### src/rtl/cdt_pkg.sv
package cdt_pkg;
   typedef enum logic [1:0] {
      SEL_DIV  = 2'd0,
      SEL_INIT = 2'd1,
      SEL_CUR  = 2'd2,
      SEL_NONE = 2'd3
   } cdt_sel_e;

   localparam int unsigned CODE_W = 3;
endpackage

### src/rtl/cdt_div_decode.sv
module cdt_div_decode #(
   parameter int unsigned SHIFT_W = 3
) (
   input  logic [SHIFT_W-1:0] code,
   output logic [SHIFT_W-1:0] shift
);
   // wrap-around increment: the all-ones code maps to shift zero
   always_comb shift = code + SHIFT_W'(1);
endmodule

### src/rtl/cdt_prescaler.sv
module cdt_prescaler #(
   parameter int unsigned BASE_LOG2 = 4,
   parameter int unsigned SHIFT_W   = 3,
   localparam int unsigned PW       = BASE_LOG2 + (1 << SHIFT_W) - 1
) (
   input  logic               clk,
   input  logic               rst_n,
   input  logic               clear,
   input  logic               run,
   input  logic [SHIFT_W-1:0] shift,
   output logic               tick
);
   logic [PW-1:0] pre_q;
   logic [PW-1:0] last;

   always_comb begin
      last = (PW'(1) << (BASE_LOG2 + 32'(shift))) - PW'(1);
      tick = run && (pre_q == last);
   end

   always_ff @(posedge clk or negedge rst_n) begin
      if (!rst_n)             pre_q <= '0;
      else if (clear || !run) pre_q <= '0;
      else if (tick)          pre_q <= '0;
      else                    pre_q <= pre_q + PW'(1);
   end
endmodule

### src/rtl/cdt_counter.sv
module cdt_counter #(
   parameter int unsigned CNT_W = 32
) (
   input  logic             clk,
   input  logic             rst_n,
   input  logic             load,
   input  logic [CNT_W-1:0] load_val,
   input  logic             tick,
   output logic [CNT_W-1:0] cnt,
   output logic             active,
   output logic             expire
);
   always_ff @(posedge clk or negedge rst_n) begin
      if (!rst_n) begin
         cnt    <= '0;
         active <= 1'b0;
         expire <= 1'b0;
      end else if (load) begin
         cnt    <= load_val;
         active <= |load_val;
         expire <= 1'b0;
      end else if (active && tick) begin
         cnt    <= cnt - CNT_W'(1);
         active <= (cnt != CNT_W'(1));
         expire <= (cnt == CNT_W'(1));
      end else begin
         expire <= 1'b0;
      end
   end
endmodule

### src/rtl/cdt_timer.sv
module cdt_timer #(
   parameter int unsigned CNT_W     = 32,
   parameter int unsigned BASE_LOG2 = 4,
   parameter bit          READ_REG  = 1'b0
) (
   input  logic             clk,
   input  logic             rst_n,
   input  logic             wr_en,
   input  logic             rd_en,
   input  logic [1:0]       addr,
   input  logic [CNT_W-1:0] wdata,
   output logic [CNT_W-1:0] rdata,
   output logic             expire
);
   import cdt_pkg::*;
   localparam int unsigned SW = CODE_W;

   if (CNT_W < 4)     $error("cdt_timer: CNT_W must be at least 4");
   if (BASE_LOG2 > 8) $error("cdt_timer: BASE_LOG2 out of range");

   logic [SW-1:0]    code_q;
   logic [SW-1:0]    live_shift;
   logic [SW-1:0]    run_shift_q;
   logic [CNT_W-1:0] init_q;
   logic [CNT_W-1:0] cnt_w;
   logic             active_w;
   logic             tick_w;
   logic             load_w;
   logic [CNT_W-1:0] rd_mux;

   assign load_w = wr_en && (cdt_sel_e'(addr) == SEL_INIT);

   always_ff @(posedge clk or negedge rst_n) begin
      if (!rst_n) begin
         code_q      <= '0;
         init_q      <= '0;
         run_shift_q <= '0;
      end else if (wr_en) begin
         case (cdt_sel_e'(addr))
            SEL_DIV:  code_q <= {wdata[3], wdata[1:0]};
            SEL_INIT: begin
               init_q      <= wdata;
               run_shift_q <= live_shift;
            end
            default: ;
         endcase
      end
   end

   cdt_div_decode #(.SHIFT_W(SW)) u_dec (
      .code  (code_q),
      .shift (live_shift)
   );

   cdt_prescaler #(.BASE_LOG2(BASE_LOG2), .SHIFT_W(SW)) u_pre (
      .clk   (clk),
      .rst_n (rst_n),
      .clear (load_w),
      .run   (active_w),
      .shift (run_shift_q),
      .tick  (tick_w)
   );

   cdt_counter #(.CNT_W(CNT_W)) u_cnt (
      .clk      (clk),
      .rst_n    (rst_n),
      .load     (load_w),
      .load_val (wdata),
      .tick     (tick_w),
      .cnt      (cnt_w),
      .active   (active_w),
      .expire   (expire)
   );

   always_comb begin
      rd_mux = '0;
      if (rd_en) begin
         case (cdt_sel_e'(addr))
            SEL_DIV:  rd_mux = CNT_W'({code_q[2], 1'b0, code_q[1:0]});
            SEL_INIT: rd_mux = init_q;
            SEL_CUR:  rd_mux = cnt_w;
            default:  rd_mux = '0;
         endcase
      end
   end

   if (READ_REG) begin : g_rd_reg
      logic [CNT_W-1:0] rd_q;
      always_ff @(posedge clk or negedge rst_n) begin
         if (!rst_n) rd_q <= '0;
         else        rd_q <= rd_mux;
      end
      assign rdata = rd_q;
   end else begin : g_rd_comb
      assign rdata = rd_mux;
   end
endmodule

### config.mk
export PLATFORM = sky130hd
export DESIGN_NAME = cdt_timer
export DESIGN_NICKNAME = d
export VERILOG_FILES = /design/src/rtl/cdt_pkg.sv /design/src/rtl/cdt_div_decode.sv /design/src/rtl/cdt_prescaler.sv /design/src/rtl/cdt_counter.sv /design/src/rtl/cdt_timer.sv
export SDC_FILE = /design/constraint.sdc
export NUM_CORES = 1
export LEC_CHECK = 0
export BUFFER_PORTS_ARGS = -buffer_cell sky130_fd_sc_hd__buf_2
export CORE_MARGIN = 2
export CORE_UTILIZATION = 35
export CTS_CLUSTER_DIAMETER = 30
export DETAILED_ROUTE_END_ITERATION = 12
export SLEW_MARGIN = 5
export SYNTH_ARGS = -nofsm -noshare
export SYNTH_HDL_FRONTEND = slang
export SYNTH_SLANG_ARGS = --single-unit
### constraint.sdc
create_clock -name clk -period 2.65 [get_ports clk]
set_input_delay 0.265 -clock clk [delete_from_list [all_inputs] [get_ports clk]]
set_output_delay 0.265 -clock clk [all_outputs]
set_load 0.05 [all_outputs]
# == Yosys cells after proc, flatten, opt, wreduce, memory -nomap -nowiden ==
# Cells that the tools add are included.
# word_totals
latchBits,0
word_cells,38
mem_bits_rw,0
mem_count,0
rom_bits,0
input_bits,38
output_inout_bits,33
ff_bits,83
# op_classes
n_bitwise,0
addsub,5
shifts,1
mux,10
n_lt_le_gt_ge,0
n_reduce_logical,10
div_mod_pow,0
mul,0
eq_ne,5
# ops
operator,count
$mux 32,3
$pmux 32 s3,1
$eq 32x1->1 const B,1
$ne 32x1->1 const B,1
$reduce_or 32->1,1
$shl 1x32->11 const A,1
$sub 32x1->32 const B,1
$mux 11,2
$add 11x1->11 const B,1
$eq 11x11->1,1
$sub 11x2->11 const B,1
$add 3x3->4 const A,1
$mux 1,4
$reduce_and 2->1,2
$add 3x1->3 const B,1
$logic_and 1x1->1,3
$eq 2x1->1 const B,1
$eq 2x2->1 const B,1
$logic_not 2->1,1
$reduce_bool 2->1,1
$logic_not 1->1,1
$logic_or 1x1->1,1

# == Logic depth before layout (Yosys ltp) ==
# logic_depth
ltp_word,8
depth_mapped,9
mapped_depth_nobuf,7

# == Cells and area by module ==
# Synthesis repeated with hierarchy kept, for this count alone.
# hier_totals
cells_unflattened,474
hier_area_um2,4890.9
# by_module_without_submodules
module,area_each_um2,cells_each,instances,seq_area_each_um2
cdt_timer,2132.0,166,1,950.9
cdt_counter,2023.2,223,1,850.8
cdt_prescaler,710.7,82,1,275.3
cdt_div_decode,25.0,3,1,0.0

# == Worst setup path before layout ==
# OpenSTA, ideal clock, no wires.
# synth_path
kind,input port to output port
start,in addr[0]
end,out rdata[21]
cell_stages,6
path_buffers,3
path_slack_ns,0.225
arrival_ns,2.160
required_time_ns,2.385
path_cell_list,clkbuf_1 nor2b_1 clkbuf_1 buf_1 a22oi_1 nor2b_1
# synth_via
elab_chain_len,3
elab_cells_between_ends,5
cone_classes,2 x eq/ne; 2 x mux; 1 x reduce/logical
# synth_lines
item,line,source
start: declaration,cdt_timer.sv:10,"input logic [1:0] addr,"
"$eq 2x2->1, or another cell as far along",cdt_timer.sv:78,case (cdt_sel_e'(addr))
$pmux 32 s3 *,cdt_timer.sv:78,
$mux 32 *,cdt_timer.sv:77,if (rd_en) begin
end: declaration,cdt_timer.sv:12,"output logic [CNT_W-1:0] rdata,"
# Mark *: on every way between the ends. The rest lies on a longest branch, timed or not.

# == Worst setup path in the final report ==
# layout_path
start,reg run_shift_q[2]
end,reg u_cnt.cnt[21]
# layout_via
elab_chain_len,7
# layout_lines
item,line,source
start: declaration,cdt_timer.sv:23,logic [SW-1:0] run_shift_q;
start signal: assignment,cdt_timer.sv:43,run_shift_q <= live_shift;
$add 3x3->4,cdt_prescaler.sv:17,last = (PW'(1) << (BASE_LOG2 + 32'(shift))) - PW'(1);
$shl 1x32->11,cdt_prescaler.sv:17,
$sub 11x2->11,cdt_prescaler.sv:17,
$eq 11x11->1,cdt_prescaler.sv:18,tick = run && (pre_q == last);
$logic_and 1x1->1,cdt_prescaler.sv:18,
$logic_and 1x1->1,cdt_counter.sv:22,end else if (active && tick) begin
$reduce_bool 2->1 (no line),n/a,
end signal: assignment,cdt_counter.sv:19,cnt <= load_val;
end signal: assignment,cdt_counter.sv:23,cnt <= cnt - CNT_W'(1);
end: declaration,cdt_counter.sv:9,"output logic [CNT_W-1:0] cnt,"
# Every way passes these cells.
# A chain may end at the register's enable or synchronous reset.

==> out/qor.yml <==
setup_path:
  required_ns: 2.92
  cp-startpoint: "run_shift_q[2]"
  cp_slowest_cell: "or4_1"
  r2r-start: "run_shift_q[2]"
  worst-setup-path-type: "flip-flop to flip-flop"
  endpoint_kind: "flip-flop"
  crit_path_max_incr_delay_ns: 0.66
  critPathMaxFanout: 10
  start_kind: "flip-flop"
  path_cells: "o21ba_2, a311oi_2, o221ai_2, or4_1, or3_1, a31oi_1"
  cp.arrival_ns: 2.76
route:
  drtIter0Drc: 215
  vias: 4062
  firstDrtPassIters: 4
  ant_nets: 0
  post_drt_wl_per_cell_um: 16.0
  wirelength_um: 12500
  drc: 0
  viasPerCell: 5.18
sta:
  period_share_pct: 93.9
  clock_skew_ns: 0.00394
  tightest_slew_ns: 0.553
  period_needed_ns: 2.49
  layout_setup_ws_ns: 0.161
  rsz0062_at_grt: "false"
  drv_slew: 0
  max_freq_mhz: 402
  slew_headroom_pct: 62.8
  finalSetupViolCount: 0
  hold_viol: 0
  setup_tns_ns: 0
power:
  p_total_uw: 3890
  p_leak_uw: 0.00245
  p_per_area_nw_per_um2: 687
  ir_drop_mv: 0.545
floorplan:
  rows: 42
  core_um2: 13200
  die_h_um: 120
  die_w_um: 120
  die-area_um2: 14300
  ios: 71
  start_util_pct: 35.6
cts:
  numCtsBuffers: 9
  cts_tree: "yes"
  cts_buffer_depth: 2
  cts_resized: 0
  htreeDepth: 3
  clkTransAtPathRegs_ns: 0.06
  clock-root-buffer: "clkbuf_16"
  clock-sinks: 83
  postCtsSetupBuffers: 0
  clock_latency_ns: 0.35
placement:
  portBuffers: 70
  hpwl_um: 8820
  place_ws_ns: 0.201
  gp_congestion: 0.865
  dp.cells: 768
final_layout:
  fin_cells: 784
  syn2layout_area_growth_pct: 20.5
  layout_commonest_cell: "nand2_1"
  n_antenna_cell: 0
  final_layout_size_suffix_gt1_share_pct: 20.1
  final_util_pct: 42.9
  layout.nets: 647
  final_cell_mix: "nand2_1 (111), dfrtp_1 (83), buf_2 (69)"
synthesis:
  syn_nets: 580
  yosysWarnings: 0
  synth_area_leaders: "dfrtp_1 (44%), nand2_1 (9.0%), xnor2_1 (4.9%)"
  ys_seq_elements: 83
  seq_area_frac_synth_pct: 44.3
  ys_types: 49
  async_flop_share_pct: 100
  synth-main-ff-cell: "dfrtp_1"
  post_synth.cell_area_avg_um2: 8.74
  syn_inst: 537
  syn_area_um2: 4690
  synth_edf_count: 0
  yosys.area.top_type: "dfrtp_1"
  synth_top_area_share_pct: 44.3
outcome:
  status: "complete, no violations"
global_routing:
  antenna_found_initial: 0
  grt_pass1_vias: 4126
  track_usage_pct: 18.7
  grt_max_degree: 84
  overflow: 0
  grt_pass1_wl_um: 21100
min_path:
  worstHoldPathType: "primary input to flip-flop"
  hold_start: "wdata[11]"
flow_run:
  maxCapViolCount: 0
[repair_timing]
item                                    in CTS  in global routing
endpoints found under the hold margin       83                  0
hold buffers                                 1                  0
endpoints found under the setup margin       0                  0
[final timing paths]
| check | endpoint | slack (ns) | depth (start not counted) |
|---|---|---|---|
| max | u_cnt.cnt[21] | 0.16 | 6 |
| min | init_q[11] | 0.14 | 3 |
| max reg2reg | u_cnt.cnt[21] | 0.16 | 6 |
| min reg2reg | init_q[26] | 0.47 | 2 |
| max in group asynchronous | init_q[25] | 1.81 | 3 |
| min in group asynchronous | init_q[8] | 0.49 | 3 |
[state kept, by name, summed over array words and instances, names as in the netlist]
signal and cells:
init_q 32, u_cnt.expire 1, u_pre.pre_q 11, u_cnt.active 1
u_cnt.cnt 32, run_shift_q 3, code_q 3
[critical path, delay by kind of cell, from the launching register on]
kind,cells,cell delay (ns)
flip-flops,1,0.50
AO/OA/AOI/OAI,4,0.89
AND/OR/NAND/NOR,2,1.02
[power by group]
group | total, µW | internal (µW) | switching, µW
clock network | 1480 | 967 | 509
logic | 756 | 294 | 462
registers | 1650 | 1450 | 205
[stage by stage]
step | instance area, µm² | hold WS [ns]
2_1_floorplan | 4690 | -0.0306
3_3_place_gp | 5290 | 0.339
3_5_place_dp | 5290 | 0.339
4_1_cts | 5650 | 0.133
5_1_grt | 5650 | 0.151
6_report | 5650 | 0.142
[synthesized netlist by cell type (all sizes together), types with 2 or more instances]
master and n:
a22oi 29, nand4 6, nor4 21, nand2b 3, and3 5, nor2b 31
nor3b 3, mux2i 9, mux2 3, xor2 6, dfrtp 83, clkbuf 28
or4 4, nand3 18, nor4b 2, o21ai 27, a21boi 2, ha 5
nand3b 4, nand2 112, a31oi 4, nor3 17, nor2 37, or2 3
inv 3, a21oi 8, or3 10, buf 6, and2 11, xnor2 26
[layer usage]
metal | global-route usage [%] | share of wire, % | vias up
met5 | 0 | 0 | -
met4 | 8.09 | 2.7 | 0
met3 | 4.13 | 4.8 | 26
met2 | 29.8 | 46 | 100
met1 | 24.5 | 46 | 1933
li1 | - | - | 2003
[cell type report]
type / instances / area [µm²]
fillers: 1278 / 7540
well taps: 176 / 220
inverters: 3 / 11.3
multi-input cells: 417 / 2480
clock inverters: 4 / 97.6
repair buffers: 90 / 518
clock buffers: 11 / 253
flip-flops and latches: 83 / 2080
[cells by family after synthesis]
kind of cell             synth area share, %
AND/OR/NAND/NOR                         30.9
flip-flops                              44.3
AO/OA/AOI/OAI                           11.7
buffers and inverters                   3.15
XOR/XNOR                                5.97
multiplexers                            2.64
adder cells (fa/ha/maj)                 1.33
Note: power is estimated with default switching activity, not from simulation.
